**src/rtl/flash_cmd_pkg.sv**
```systemverilog
package flash_cmd_pkg;

  typedef enum logic [1:0] {
    RM_ARRAY  = 2'd0,
    RM_STATUS = 2'd1,
    RM_SIG    = 2'd2
  } rd_mode_e;

  typedef enum logic [2:0] {
    OP_NONE   = 3'd0,
    OP_PROG   = 3'd1,
    OP_QUAD   = 3'd2,
    OP_CHIP   = 3'd3,
    OP_BLOCK  = 3'd4,
    OP_SECTOR = 3'd5
  } job_op_e;

  typedef enum logic [3:0] {
    C_NONE, C_ARRAY, C_STATUS, C_SIG, C_PROG, C_QUAD,
    C_CHIP, C_BLOCK, C_SECTOR, C_CLEAR, C_SUSP, C_RESUME
  } cmd_e;

  typedef enum logic [2:0] {
    SQ_IDLE, SQ_PROG, SQ_QUAD, SQ_CHIP, SQ_BLOCK, SQ_SECTOR
  } seq_e;

  localparam logic [7:0] OPC_ARRAY   = 8'hFF;
  localparam logic [7:0] OPC_STATUS  = 8'h70;
  localparam logic [7:0] OPC_SIG_A   = 8'h90;
  localparam logic [7:0] OPC_SIG_B   = 8'h98;
  localparam logic [7:0] OPC_PROG_A  = 8'h40;
  localparam logic [7:0] OPC_PROG_B  = 8'h10;
  localparam logic [7:0] OPC_QUAD    = 8'h30;
  localparam logic [7:0] OPC_CHIP    = 8'h80;
  localparam logic [7:0] OPC_CHIP_OK = 8'h10;
  localparam logic [7:0] OPC_BLOCK   = 8'h20;
  localparam logic [7:0] OPC_SECTOR  = 8'h32;
  localparam logic [7:0] OPC_CONFIRM = 8'hD0;
  localparam logic [7:0] OPC_CLEAR   = 8'h50;
  localparam logic [7:0] OPC_SUSP    = 8'hB0;

  localparam int SR_READY  = 7;
  localparam int SR_ESUSP  = 6;
  localparam int SR_EERR   = 5;
  localparam int SR_PERR   = 4;
  localparam int SR_SEQERR = 3;
  localparam int SR_PSUSP  = 2;

endpackage

```
**src/rtl/flash_cmd_decode.sv**
```systemverilog
module flash_cmd_decode
  import flash_cmd_pkg::*;
(
  input  logic [7:0] opcode,
  output cmd_e       cmd
);

  always_comb begin
    unique case (opcode)
      OPC_ARRAY:             cmd = C_ARRAY;
      OPC_STATUS:            cmd = C_STATUS;
      OPC_SIG_A, OPC_SIG_B:  cmd = C_SIG;
      OPC_PROG_A, OPC_PROG_B: cmd = C_PROG;
      OPC_QUAD:              cmd = C_QUAD;
      OPC_CHIP:              cmd = C_CHIP;
      OPC_BLOCK:             cmd = C_BLOCK;
      OPC_SECTOR:            cmd = C_SECTOR;
      OPC_CLEAR:             cmd = C_CLEAR;
      OPC_SUSP:              cmd = C_SUSP;
      OPC_CONFIRM:           cmd = C_RESUME;
      default:               cmd = C_NONE;
    endcase
  end

endmodule

```
**src/rtl/flash_status_bits.sv**
```systemverilog
module flash_status_bits
  import flash_cmd_pkg::*;
(
  input  logic       clk,
  input  logic       rst_n,
  input  logic       eng_busy,
  input  logic       set_seq,
  input  logic       set_prog,
  input  logic       set_erase,
  input  logic       clr_err,
  input  logic       susp_erase,
  input  logic       susp_prog,
  output logic [7:0] sr
);

  logic e_erase_q, e_prog_q, e_seq_q;
  logic e_erase_d, e_prog_d, e_seq_d;

  // set takes priority over clear in the same cycle
  always_comb begin
    e_erase_d = (e_erase_q & ~clr_err) | set_erase;
    e_prog_d  = (e_prog_q  & ~clr_err) | set_prog;
    e_seq_d   = (e_seq_q   & ~clr_err) | set_seq;
  end

  always_ff @(posedge clk or negedge rst_n) begin
    if (!rst_n) begin
      e_erase_q <= 1'b0;
      e_prog_q  <= 1'b0;
      e_seq_q   <= 1'b0;
    end else begin
      e_erase_q <= e_erase_d;
      e_prog_q  <= e_prog_d;
      e_seq_q   <= e_seq_d;
    end
  end

  always_comb begin
    sr            = '0;
    sr[SR_READY]  = ~eng_busy;
    sr[SR_ESUSP]  = susp_erase;
    sr[SR_EERR]   = e_erase_q;
    sr[SR_PERR]   = e_prog_q;
    sr[SR_SEQERR] = e_seq_q;
    sr[SR_PSUSP]  = susp_prog;
  end

endmodule

```
**src/rtl/flash_read_path.sv**
```systemverilog
module flash_read_path
  import flash_cmd_pkg::*;
#(
  parameter logic [7:0] MFG_ID = 8'h20,
  parameter logic [7:0] DEV_ID = 8'hE5
) (
  input  logic       clk,
  input  logic       rst_n,
  input  logic       rd_en,
  input  logic       sig_sel,
  input  rd_mode_e   mode,
  input  logic [7:0] array_q,
  input  logic [7:0] sr,
  output logic       rd_valid,
  output logic [7:0] rd_data
);

  logic [7:0] pick;

  always_comb begin
    unique case (mode)
      RM_STATUS: pick = sr;
      RM_SIG:    pick = sig_sel ? DEV_ID : MFG_ID;
      default:   pick = array_q;
    endcase
  end

  always_ff @(posedge clk or negedge rst_n) begin
    if (!rst_n) begin
      rd_valid <= 1'b0;
      rd_data  <= '0;
    end else begin
      rd_valid <= rd_en;
      if (rd_en) rd_data <= pick;
    end
  end

endmodule

```
**src/rtl/flash_cmd_seq.sv**
```systemverilog
module flash_cmd_seq
  import flash_cmd_pkg::*;
#(
  parameter int         ADDR_W = 20,
  parameter logic [7:0] MFG_ID = 8'h20,
  parameter logic [7:0] DEV_ID = 8'hE5
) (
  input  logic              clk,
  input  logic              rst_n,
  input  logic              wr_en,
  input  logic [ADDR_W-1:0] wr_addr,
  input  logic [7:0]        wr_data,
  input  logic              rd_en,
  input  logic [ADDR_W-1:0] rd_addr,
  input  logic [7:0]        array_q,
  output logic              rd_valid,
  output logic [7:0]        rd_data,
  input  logic              eng_busy,
  input  logic              eng_done,
  input  logic              eng_err,
  output logic              job_start,
  output logic [2:0]        job_op,
  output logic [ADDR_W-1:0] job_addr,
  output logic [31:0]       job_data,
  output logic              susp_req,
  output logic              resume_req
);

  localparam int QUAD_N  = 4;
  localparam int QIDX_W  = $clog2(QUAD_N);
  localparam int QDATA_W = QUAD_N * 8;

  cmd_e     cmd;
  seq_e     seq_q, seq_d;
  rd_mode_e mode_q, mode_d;
  logic [QIDX_W-1:0]  qidx_q, qidx_d;
  logic [ADDR_W-1:0]  qbase_q, qbase_d;
  logic [QDATA_W-1:0] qdata_q, qdata_d;
  logic act_q, act_d;
  logic cur_er_q, cur_er_d;
  logic sus_er_q, sus_er_d;
  logic sus_pg_q, sus_pg_d;
  logic              start_d, sreq_d, rreq_d;
  logic [2:0]        op_d;
  logic [ADDR_W-1:0] jaddr_d;
  logic [31:0]       jdata_d;
  logic set_seq, set_prog, set_erase, clr_err;
  logic suspended, quad_ok;
  logic [7:0] sr_w;

  flash_cmd_decode i_dec (.opcode(wr_data), .cmd(cmd));

  assign suspended = sus_er_q | sus_pg_q;
  assign quad_ok   = (qidx_q == '0) ? (wr_addr[QIDX_W-1:0] == '0)
                   : ((wr_addr[ADDR_W-1:QIDX_W] == qbase_q[ADDR_W-1:QIDX_W]) &&
                      (wr_addr[QIDX_W-1:0] == qidx_q));

  always_comb begin
    seq_d    = seq_q;
    mode_d   = mode_q;
    qidx_d   = qidx_q;
    qbase_d  = qbase_q;
    qdata_d  = qdata_q;
    act_d    = act_q;
    cur_er_d = cur_er_q;
    sus_er_d = sus_er_q;
    sus_pg_d = sus_pg_q;
    start_d  = 1'b0;
    sreq_d   = 1'b0;
    rreq_d   = 1'b0;
    op_d     = job_op;
    jaddr_d  = job_addr;
    jdata_d  = job_data;
    set_seq  = 1'b0;
    set_prog = 1'b0;
    set_erase = 1'b0;
    clr_err  = 1'b0;

    if (eng_done) begin
      act_d = 1'b0;
      if (eng_err) begin
        if (cur_er_q) set_erase = 1'b1;
        else          set_prog  = 1'b1;
      end
    end

    if (wr_en) begin
      if (seq_q != SQ_IDLE) begin
        seq_d = SQ_IDLE;
        unique case (seq_q)
          SQ_PROG: begin
            start_d = 1'b1; op_d = OP_PROG; jaddr_d = wr_addr;
            jdata_d = {24'h0, wr_data}; cur_er_d = 1'b0;
          end
          SQ_QUAD: begin
            if (!quad_ok) begin
              set_seq = 1'b1; set_prog = 1'b1; mode_d = RM_STATUS;
            end else begin
              if (qidx_q == '0) qbase_d = wr_addr;
              qdata_d[qidx_q*8 +: 8] = wr_data;
              qidx_d = qidx_q + 1'b1;
              if (qidx_q == QIDX_W'(QUAD_N-1)) begin
                start_d = 1'b1; op_d = OP_QUAD; jaddr_d = qbase_q;
                jdata_d = qdata_d; cur_er_d = 1'b0;
              end else begin
                seq_d = SQ_QUAD;
              end
            end
          end
          SQ_CHIP: begin
            if (wr_data == OPC_CHIP_OK) begin
              start_d = 1'b1; op_d = OP_CHIP; jaddr_d = wr_addr;
              jdata_d = '0; cur_er_d = 1'b1;
            end else begin
              set_seq = 1'b1; set_erase = 1'b1; mode_d = RM_STATUS;
            end
          end
          default: begin
            if (wr_data == OPC_CONFIRM) begin
              start_d = 1'b1; jaddr_d = wr_addr; jdata_d = '0; cur_er_d = 1'b1;
              op_d = (seq_q == SQ_BLOCK) ? OP_BLOCK : OP_SECTOR;
            end else begin
              set_seq = 1'b1; set_erase = 1'b1; mode_d = RM_STATUS;
            end
          end
        endcase
        if (start_d) act_d = 1'b1;
      end else if (act_q) begin
        if (cmd == C_STATUS) mode_d = RM_STATUS;
        else if (cmd == C_SUSP && !suspended) begin
          sreq_d   = 1'b1;
          act_d    = 1'b0;
          sus_er_d = cur_er_q;
          sus_pg_d = ~cur_er_q;
        end
      end else if (suspended) begin
        unique case (cmd)
          C_ARRAY:  mode_d = RM_ARRAY;
          C_STATUS: mode_d = RM_STATUS;
          C_RESUME: begin
            rreq_d = 1'b1; act_d = 1'b1; cur_er_d = sus_er_q;
            sus_er_d = 1'b0; sus_pg_d = 1'b0; mode_d = RM_STATUS;
          end
          C_PROG: if (sus_er_q) begin seq_d = SQ_PROG; mode_d = RM_STATUS; end
          C_QUAD: if (sus_er_q) begin seq_d = SQ_QUAD; qidx_d = '0; mode_d = RM_STATUS; end
          default: ;
        endcase
      end else begin
        unique case (cmd)
          C_ARRAY:  mode_d = RM_ARRAY;
          C_STATUS: mode_d = RM_STATUS;
          C_SIG:    mode_d = RM_SIG;
          C_PROG:   begin seq_d = SQ_PROG;   mode_d = RM_STATUS; end
          C_QUAD:   begin seq_d = SQ_QUAD;   qidx_d = '0; mode_d = RM_STATUS; end
          C_CHIP:   begin seq_d = SQ_CHIP;   mode_d = RM_STATUS; end
          C_BLOCK:  begin seq_d = SQ_BLOCK;  mode_d = RM_STATUS; end
          C_SECTOR: begin seq_d = SQ_SECTOR; mode_d = RM_STATUS; end
          C_CLEAR:  clr_err = 1'b1;
          default: ;
        endcase
      end
    end
  end

  always_ff @(posedge clk or negedge rst_n) begin
    if (!rst_n) begin
      seq_q      <= SQ_IDLE;
      mode_q     <= RM_ARRAY;
      qidx_q     <= '0;
      qbase_q    <= '0;
      qdata_q    <= '0;
      act_q      <= 1'b0;
      cur_er_q   <= 1'b0;
      sus_er_q   <= 1'b0;
      sus_pg_q   <= 1'b0;
      job_start  <= 1'b0;
      job_op     <= OP_NONE;
      job_addr   <= '0;
      job_data   <= '0;
      susp_req   <= 1'b0;
      resume_req <= 1'b0;
    end else begin
      seq_q      <= seq_d;
      mode_q     <= mode_d;
      qidx_q     <= qidx_d;
      qbase_q    <= qbase_d;
      qdata_q    <= qdata_d;
      act_q      <= act_d;
      cur_er_q   <= cur_er_d;
      sus_er_q   <= sus_er_d;
      sus_pg_q   <= sus_pg_d;
      job_start  <= start_d;
      susp_req   <= sreq_d;
      resume_req <= rreq_d;
      if (start_d) begin
        job_op   <= op_d;
        job_addr <= jaddr_d;
        job_data <= jdata_d;
      end
    end
  end

  flash_status_bits i_sr (
    .clk(clk), .rst_n(rst_n), .eng_busy(eng_busy),
    .set_seq(set_seq), .set_prog(set_prog), .set_erase(set_erase),
    .clr_err(clr_err), .susp_erase(sus_er_q), .susp_prog(sus_pg_q),
    .sr(sr_w)
  );

  flash_read_path #(.MFG_ID(MFG_ID), .DEV_ID(DEV_ID)) i_rd (
    .clk(clk), .rst_n(rst_n), .rd_en(rd_en), .sig_sel(rd_addr[0]),
    .mode(mode_q), .array_q(array_q), .sr(sr_w),
    .rd_valid(rd_valid), .rd_data(rd_data)
  );

endmodule

```
**config.mk**
```make
export PLATFORM = sky130hd
export DESIGN_NAME = flash_cmd_seq
export DESIGN_NICKNAME = d
export VERILOG_FILES = /design/src/rtl/flash_cmd_pkg.sv /design/src/rtl/flash_cmd_decode.sv /design/src/rtl/flash_status_bits.sv /design/src/rtl/flash_read_path.sv /design/src/rtl/flash_cmd_seq.sv
export SDC_FILE = /design/constraint.sdc
export NUM_CORES = 1
export LEC_CHECK = 0
export BUFFER_PORTS_ARGS = -buffer_cell sky130_fd_sc_hd__buf_2
export CORE_ASPECT_RATIO = 2
export CORE_MARGIN = 8
export CORE_UTILIZATION = 45
export DETAILED_ROUTE_END_ITERATION = 12
export PLACE_DENSITY = 0.67
export RECOVER_POWER = 100
export SLEW_MARGIN = 20
export SYNTH_ARGS = -nofsm -noshare
export SYNTH_HDL_FRONTEND = slang
export SYNTH_SLANG_ARGS = --single-unit
```
**constraint.sdc**
```tcl
create_clock -name clk -period 3.5 [get_ports clk]
set_clock_uncertainty 0.15 [all_clocks]
set_input_delay 0.7 -clock clk [delete_from_list [all_inputs] [get_ports clk]]
set_output_delay 0.7 -clock clk [all_outputs]
set_load 0.05 [all_outputs]
```
==> flow_metrics.py, run 1 <==
metrics = {
    "global_routing": {
        "grt_pass1_wl_um": 29700,
        "grt_pass1_vias": 5861,
        "grt.total_usage_pct": 19.1,
        "overflow": 0,
        "antenna_found_initial": 0,
        "grt_max_degree": 65,
    },
    "placement": {
        "dp_hpwl_um": 12500,
        "place_inst": 994,
        "dp_slack_ns": 0.0242,
        "gp_congestion": 0.896,
        "io_buffer_count": 110,
    },
    "cts": {
        "post_cts_buffers": 0,
        "cts_tree": "done",
        "htreeDepth": 4,
        "worst_skew_pair.late_latency_ns": 0.41,
        "cts.sinks": 133,
        "clk_pin_slew_ns": 0.05,
        "cts_hold_buf": 0,
        "clockBufferDepth": 2,
        "cts_buffers": 17,
        "cts_resized": 0,
        "clock-root-buffer": "clkbuf_16",
    },
    "worst_setup_path": {
        "critPathLaunch": "wr_data[0]",
        "critPathMaxFanout": 27,
        "critPathRequiredTime_ns": 3.64,
        "critPathKind": "primary input to flip-flop",
        "crit_path_start_kind": "primary input",
        "cp.arrival_ns": 3.27,
        "cp-end-kind": "flip-flop",
        "r2r_start": "qidx_q[0]$_DFFE_PN0P_",
    },
    "route": {
        "routed_via_density": 5.64,
        "antenna_left": 0,
        "drtPass1Iterations": 5,
        "wl_per_cell_um": 17.7,
        "drc_errors": 0,
        "initialDrtViolationCount": 358,
        "num_vias": 5778,
        "drt-total-wl_um": 18200,
    },
    "final_layout": {
        "final_common_cell": "dfrtp_1",
        "mostFrequentLayoutCells": "133 x dfrtp_1, 82 x a21oi_1, 76 x clkbuf_1",
        "fin_nets": 886,
        "syn_to_final_growth_pct": 18.1,
        "register_area_um2": 3330,
        "n_antenna_cell": 0,
        "fill_cells": 1402,
        "final_util_pct": 53.7,
        "final_cell_count_no_fill": 1025,
        "multiInputGateArea_um2": 3250,
        "drive_gt1_share_pct": 16.1,
    },
    "sta": {
        "setup_ws_ns": 0.366,
        "slew_headroom_pct": -7.83,
        "rsz0062_at_grt": "false",
        "period_needed_ns": 3.13,
        "slew_violations": 65,
        "finalSetupViolations": 0,
        "tns_ns": 0,
        "hold_viol": 0,
        "tightest_slew_ns": 1.62,
        "fmax_ghz": 0.319,
        "post-route-period-util_pct": 89.5,
    },
    "worst_hold_path": {
        "min_from": "i_sr.e_erase_q$_DFF_PN0_",
        "min_path_type": "flip-flop to flip-flop",
    },
    "floorplanning": {
        "start_util_pct": 45.4,
        "die_h_um": 191,
        "io_pins": 130,
        "core_area_um2": 15100,
        "die-area_um2": 19700,
        "num_rows": 64,
        "die_w_um": 103,
    },
    "yosys": {
        "syn_area_um2": 6880,
        "syn-instance-count": 709,
        "ys.flop_type": "dfrtp_1",
        "synth_edf_count": 0,
        "syn-num-nets": 780,
        "synth_seq_cells": 133,
        "yosysWarnings": 0,
        "ys_async_sr_fraction_pct": 100,
        "ys_types": 62,
        "yosysSeqAreaShare_pct": 48.4,
        "avgSynthCellArea_um2": 9.70,
    },
    "run_status": {
        "violations": "capacitance limit, slew limit",
        "status": "complete, but fails checks",
    },
    "power_and_ir_drop": {
        "power_leakage_nw": 3.65,
        "power.total_mw": 5.07,
        "irDropWorstVdd_mv": 0.455,
        "p_per_area_nw_per_um2": 624,
    },
    "run": {
        "cap_violations": 1,
    },
}
==> metrics by stage <==
stage / instance area (µm²) / hold slack [ns]
after global placement: 7680 / 0.315
after detailed placement: 7680 / 0.319
after global routing: 8120 / 0.347
final: 8120 / 0.329
after CTS: 8270 / 0.146
after floorplan: 6880 / 0.254
==> cell type report <==
cell class / instances / area share, %
Inverter: 13 / 0.601
Timing Repair Buffer: 138 / 8.09
Sequential cell: 133 / 41.0
Tap cell: 198 / 3.05
Clock inverter: 13 / 1.96
Multi-Input combinational cell: 512 / 40.1
Clock buffer: 18 / 5.28
==> report_power, final <==
group	internal, mW	switching [mW]
clock network	1.11	0.669
registers	1.77	0.152
logic	0.300	1.07
total	3.18	1.89
==> per-layer routing <==
layer / up-vias / part of all wire (%) / GRT usage [%]
met5: - / 0 / 0
met4: 0 / 1.9 / 7.63
met3: 28 / 7.0 / 3.77
met2: 207 / 49 / 30.3
met1: 2809 / 42 / 24.6
li1: 2734 / - / -
==> worst max-delay path, cell delays in order <==
cell and delay (ns):
buf_2 0.10, or4_1 0.58, or3_1 0.47, a2111o_1 0.45, nor2_1 0.18, and2_2 0.22
buf_12 0.20, mux2_2 0.36
==> sequential cells by signal (all words and copies together) (netlist names) <==
signal and flops:
i_sr.e_prog_q 1, i_rd.rd_valid 1, i_sr.e_erase_q 1, job_op 3, cur_er_q 1, sus_er_q 1
qdata_q 32, i_rd.rd_data 8, i_sr.e_seq_q 1, sus_pg_q 1, resume_req 1, job_addr 20
job_data 32, mode_q 2, job_start 1, act_q 1, qidx_q 2, seq_q 3
susp_req 1, qbase_q 20
==> synth_stat cells, types with 8 or more instances <==
cell type  number  share of area, %
a22o_1          9               1.1
xor2_1         22               2.8
mux2_2         31               5.1
nor2_1         45               2.5
nor3_1         14               1.0
nand2_1        62               3.4
clkbuf_1       39               2.1
a22oi_1        10               1.1
ha_1            8               1.5
nor2b_1        29               2.6
inv_1          13              0.71
a21oi_1        82               6.0
dfrtp_1       133                48
o21ai_0        62               4.5
a31oi_1        20               1.8
mux2_1         18               2.9
==> final timing paths <==
path / end / slack (ns) / depth (start not counted)
worst min-delay path: i_sr.e_erase_q$_DFF_PN0_ / 0.33 / 1
worst min register to register: i_sr.e_erase_q$_DFF_PN0_ / 0.33 / 1
worst max-delay path: job_data[9]$_DFFE_PN0P_ / 0.37 / 8
max in group asynchronous: qbase_q[19]$_DFFE_PN0P_ / 0.84 / 2
min in group asynchronous: job_data[28]$_DFFE_PN0P_ / 0.55 / 1
worst max register to register: qbase_q[3]$_DFFE_PN0P_ / 0.68 / 9
==> cells by family (layout without fill, tap and decap cells) <==
group           Yosys count  after routing  share of synthesized area, %
compound gates          220            220                          19.0
mux                      51             51                          8.32
flops                   133            133                          48.4
fa+ha+maj                 9              9                          1.60
xor+xnor                 25             25                          3.18
buf+inv                  64            182                          4.35
simple gates            207            207                          15.1
Power figures use the tool's default switching activity.
==> run 2, diff against run 1 <==
--- a/config.mk
+++ b/config.mk
@@ -7,7 +7,6 @@
 export LEC_CHECK = 0
 export BUFFER_PORTS_ARGS = -buffer_cell sky130_fd_sc_hd__buf_2
 export CORE_ASPECT_RATIO = 2
-export CORE_MARGIN = 8
 export CORE_UTILIZATION = 45
 export DETAILED_ROUTE_END_ITERATION = 12
 export PLACE_DENSITY = 0.67
==> constraint.sdc (replaced) <==
create_clock -name clk -period 3.5 [get_ports clk]
set_clock_uncertainty 0.15 [all_clocks]
set_input_delay 0.7 -clock clk [delete_from_list [all_inputs] [get_ports clk]]
set_output_delay 0.7 -clock clk [all_outputs]
set_load 0.005 [all_outputs]
==> flow_metrics.py, run 2 (synthesis gave the netlist of run 1 again) <==
metrics = {
    "final_layout": {
        "register_area_um2": 3330,
        "reg_top3": "job_data (32), qdata_q (32)",
        "fill_cells": 1327,
        "n_antenna_cell": 0,
        "drive_gt1_share_pct": 18.9,
        "multiInputGateArea_um2": 3250,
        "mostFrequentLayoutCells": "133 x dfrtp_1, 82 x a21oi_1, 66 x buf_2",
        "fin_nets": 884,
        "final_util_pct": 54.6,
        "syn_to_final_growth_pct": 18.4,
        "final_common_cell": "dfrtp_1",
    },
    "cts": {
        "cts.sinks": 133,
        "htreeDepth": 4,
        "cts_resized": 0,
        "clk_pin_slew_ns": 0.05,
        "worst_skew_pair.late_latency_ns": 0.41,
        "post_cts_buffers": 0,
        "cts_tree": "done",
        "clock-root-buffer": "clkbuf_16",
        "cts_buffers": 17,
        "cts_hold_buf": 0,
        "clockBufferDepth": 2,
    },
    "sta": {
        "fmax_ghz": 0.317,
        "hold_slack_ns": 0.327,
        "slew_violations": 44,
        "tns_ns": 0,
        "hold_viol": 0,
        "period_needed_ns": 3.15,
        "tightest_slew_ns": 2.52,
        "slew_headroom_pct": -68.0,
        "rsz0062_at_grt": "false",
        "finalSetupViolations": 0,
        "post-route-period-util_pct": 90.1,
    },
    "global_routing": {
        "grt_pass1_vias": 5909,
        "grt_pass1_wl_um": 29500,
        "grt_busiest_layer": "met2",
        "grt.met1_usage_pct": 27.7,
        "grt_max_degree": 91,
        "grtUsageMet2_pct": 42.8,
        "grtUsageMet3_pct": 4.94,
        "overflow": 0,
        "antenna_found_initial": 0,
        "grt.total_usage_pct": 24.7,
    },
    "floorplanning": {
        "die_w_um": 89.4,
        "die_h_um": 177,
        "io_pins": 130,
        "die-area_um2": 15800,
        "core_area_um2": 14900,
        "start_util_pct": 46.2,
        "num_rows": 63,
    },
    "worst_setup_path": {
        "ff2ff_path_depth": 6,
        "crit_path_start_kind": "primary input",
        "critPathMaxFanout": 17,
        "critPathRequiredTime_ns": 3.65,
        "worst-path-stages": 9,
        "cp-end-kind": "flip-flop",
        "cp_cell_sequence": "clkbuf_1 > clkbuf_1 > nor4_1 > clkbuf_1 > nand3b_1 > o21ba_2 > o311a_1 > nand4_1 > mux2_2",
        "crit_family": "simple AND/OR/NAND/NOR gates",
        "critPathKind": "primary input to flip-flop",
        "path_common_cell": "clkbuf_1",
        "slowest_delay_ns": 0.59,
        "r2r_slack_ns": 0.69,
        "crit_slowest_cell": "nor4_1",
        "cp.arrival_ns": 3.30,
        "path_buf_inv": 3,
    },
    "route": {
        "wl_per_cell_um": 17.9,
        "num_vias": 5827,
        "initialDrtViolationCount": 375,
        "routed_via_density": 5.71,
        "drt-total-wl_um": 18300,
        "drtPass1Iterations": 5,
        "antenna_left": 0,
        "drc_errors": 0,
    },
    "power_and_ir_drop": {
        "p_per_area_nw_per_um2": 535,
        "power_leakage_nw": 3.75,
        "irDropWorstVdd_mv": 0.443,
        "power.total_mw": 4.35,
    },
    "placement": {
        "io_buffer_count": 110,
        "gp_congestion": 0.917,
        "dp_hpwl_um": 12900,
    },
    "run_status": {
        "violations": "capacitance limit, slew limit",
        "status": "complete, but fails checks",
    },
    "run": {
        "cap_violations": 1,
    },
    "worst_hold_path": {
        "min_path_type": "flip-flop to flip-flop",
        "hold_path_depth": 1,
    },
}
[run 2: changes by cell type in the layout (fill, tap and decap cells not counted)]
cell / change
clkbuf_8: +2
nand3_2: -1
buf_1: +1
clkinv_4: -1
bufinv_16: -1
buf_4: +2
clkbuf_1: -27
buf_12: +1
inv_6: -1
nand3_1: +1
clkbuf_2: -4
clkinvlp_4: -1
buf_2: +27
[run 2: area by class of cell]
class	count	area share, %
clock buffer	22	5.70
timing repair buffer	136	8.62
tap	195	3.00
sequential	133	40.9
clock inverter	9	1.28
multi-input combinational	512	39.9
inverter	13	0.599
[run 2: worst register-to-register path, stage by stage, from the launching register on]
cell	delay, ns
dfrtp_1	0.50
xor2_1	0.23
nor4_1	0.39
and4_1	0.30
a21oi_1	0.18
nor3_1	0.72
a22o_1	0.27
[run 2: where the power goes]
| part | internal, mW | switching, mW | total (mW) |
|---|---|---|---|
| clock | 1.08 | 0.642 | 1.72 |
| combinational | 0.315 | 0.402 | 0.718 |
| sequential | 1.77 | 0.149 | 1.92 |
| total | 3.16 | 1.19 | 4.35 |
[run 2: per-layer routing]
layer,wire (µm),vias up
met4,726,0
met3,853,46
li1,-,2738
met1,7130,2853
met2,9550,190
met5,0,-
[run 2: per-stage QoR]
stage | cells | instance area, µm² | setup slack [ns]
final | 1020 | 8140 | 0.346
after global routing | 1020 | 8140 | 0.225
after CTS | 1020 | 8220 | 0.504
after detailed placement | 989 | 7650 | 0.0734
after global placement | 989 | 7650 | 0.0912
after floorplan | 709 | 6880 | 0.136
[run 2: final timing paths]
| kind | endpoint | from |
|---|---|---|
| min in group asynchronous | i_rd.rd_data[7]$_DFFE_PN0P_ | rst_n |
| hold / removal | job_data[24]$_DFFE_PN0P_ | job_data[24]$_DFFE_PN0P_ |
| hold reg to reg | job_data[24]$_DFFE_PN0P_ | job_data[24]$_DFFE_PN0P_ |
| setup reg to reg | qdata_q[2]$_DFFE_PN0P_ | qidx_q[0]$_DFFE_PN0P_ |
| setup / recovery | mode_q[0]$_DFFE_PN0P_ | wr_data[1] |
| max in group asynchronous | qbase_q[0]$_DFFE_PN0P_ | rst_n |
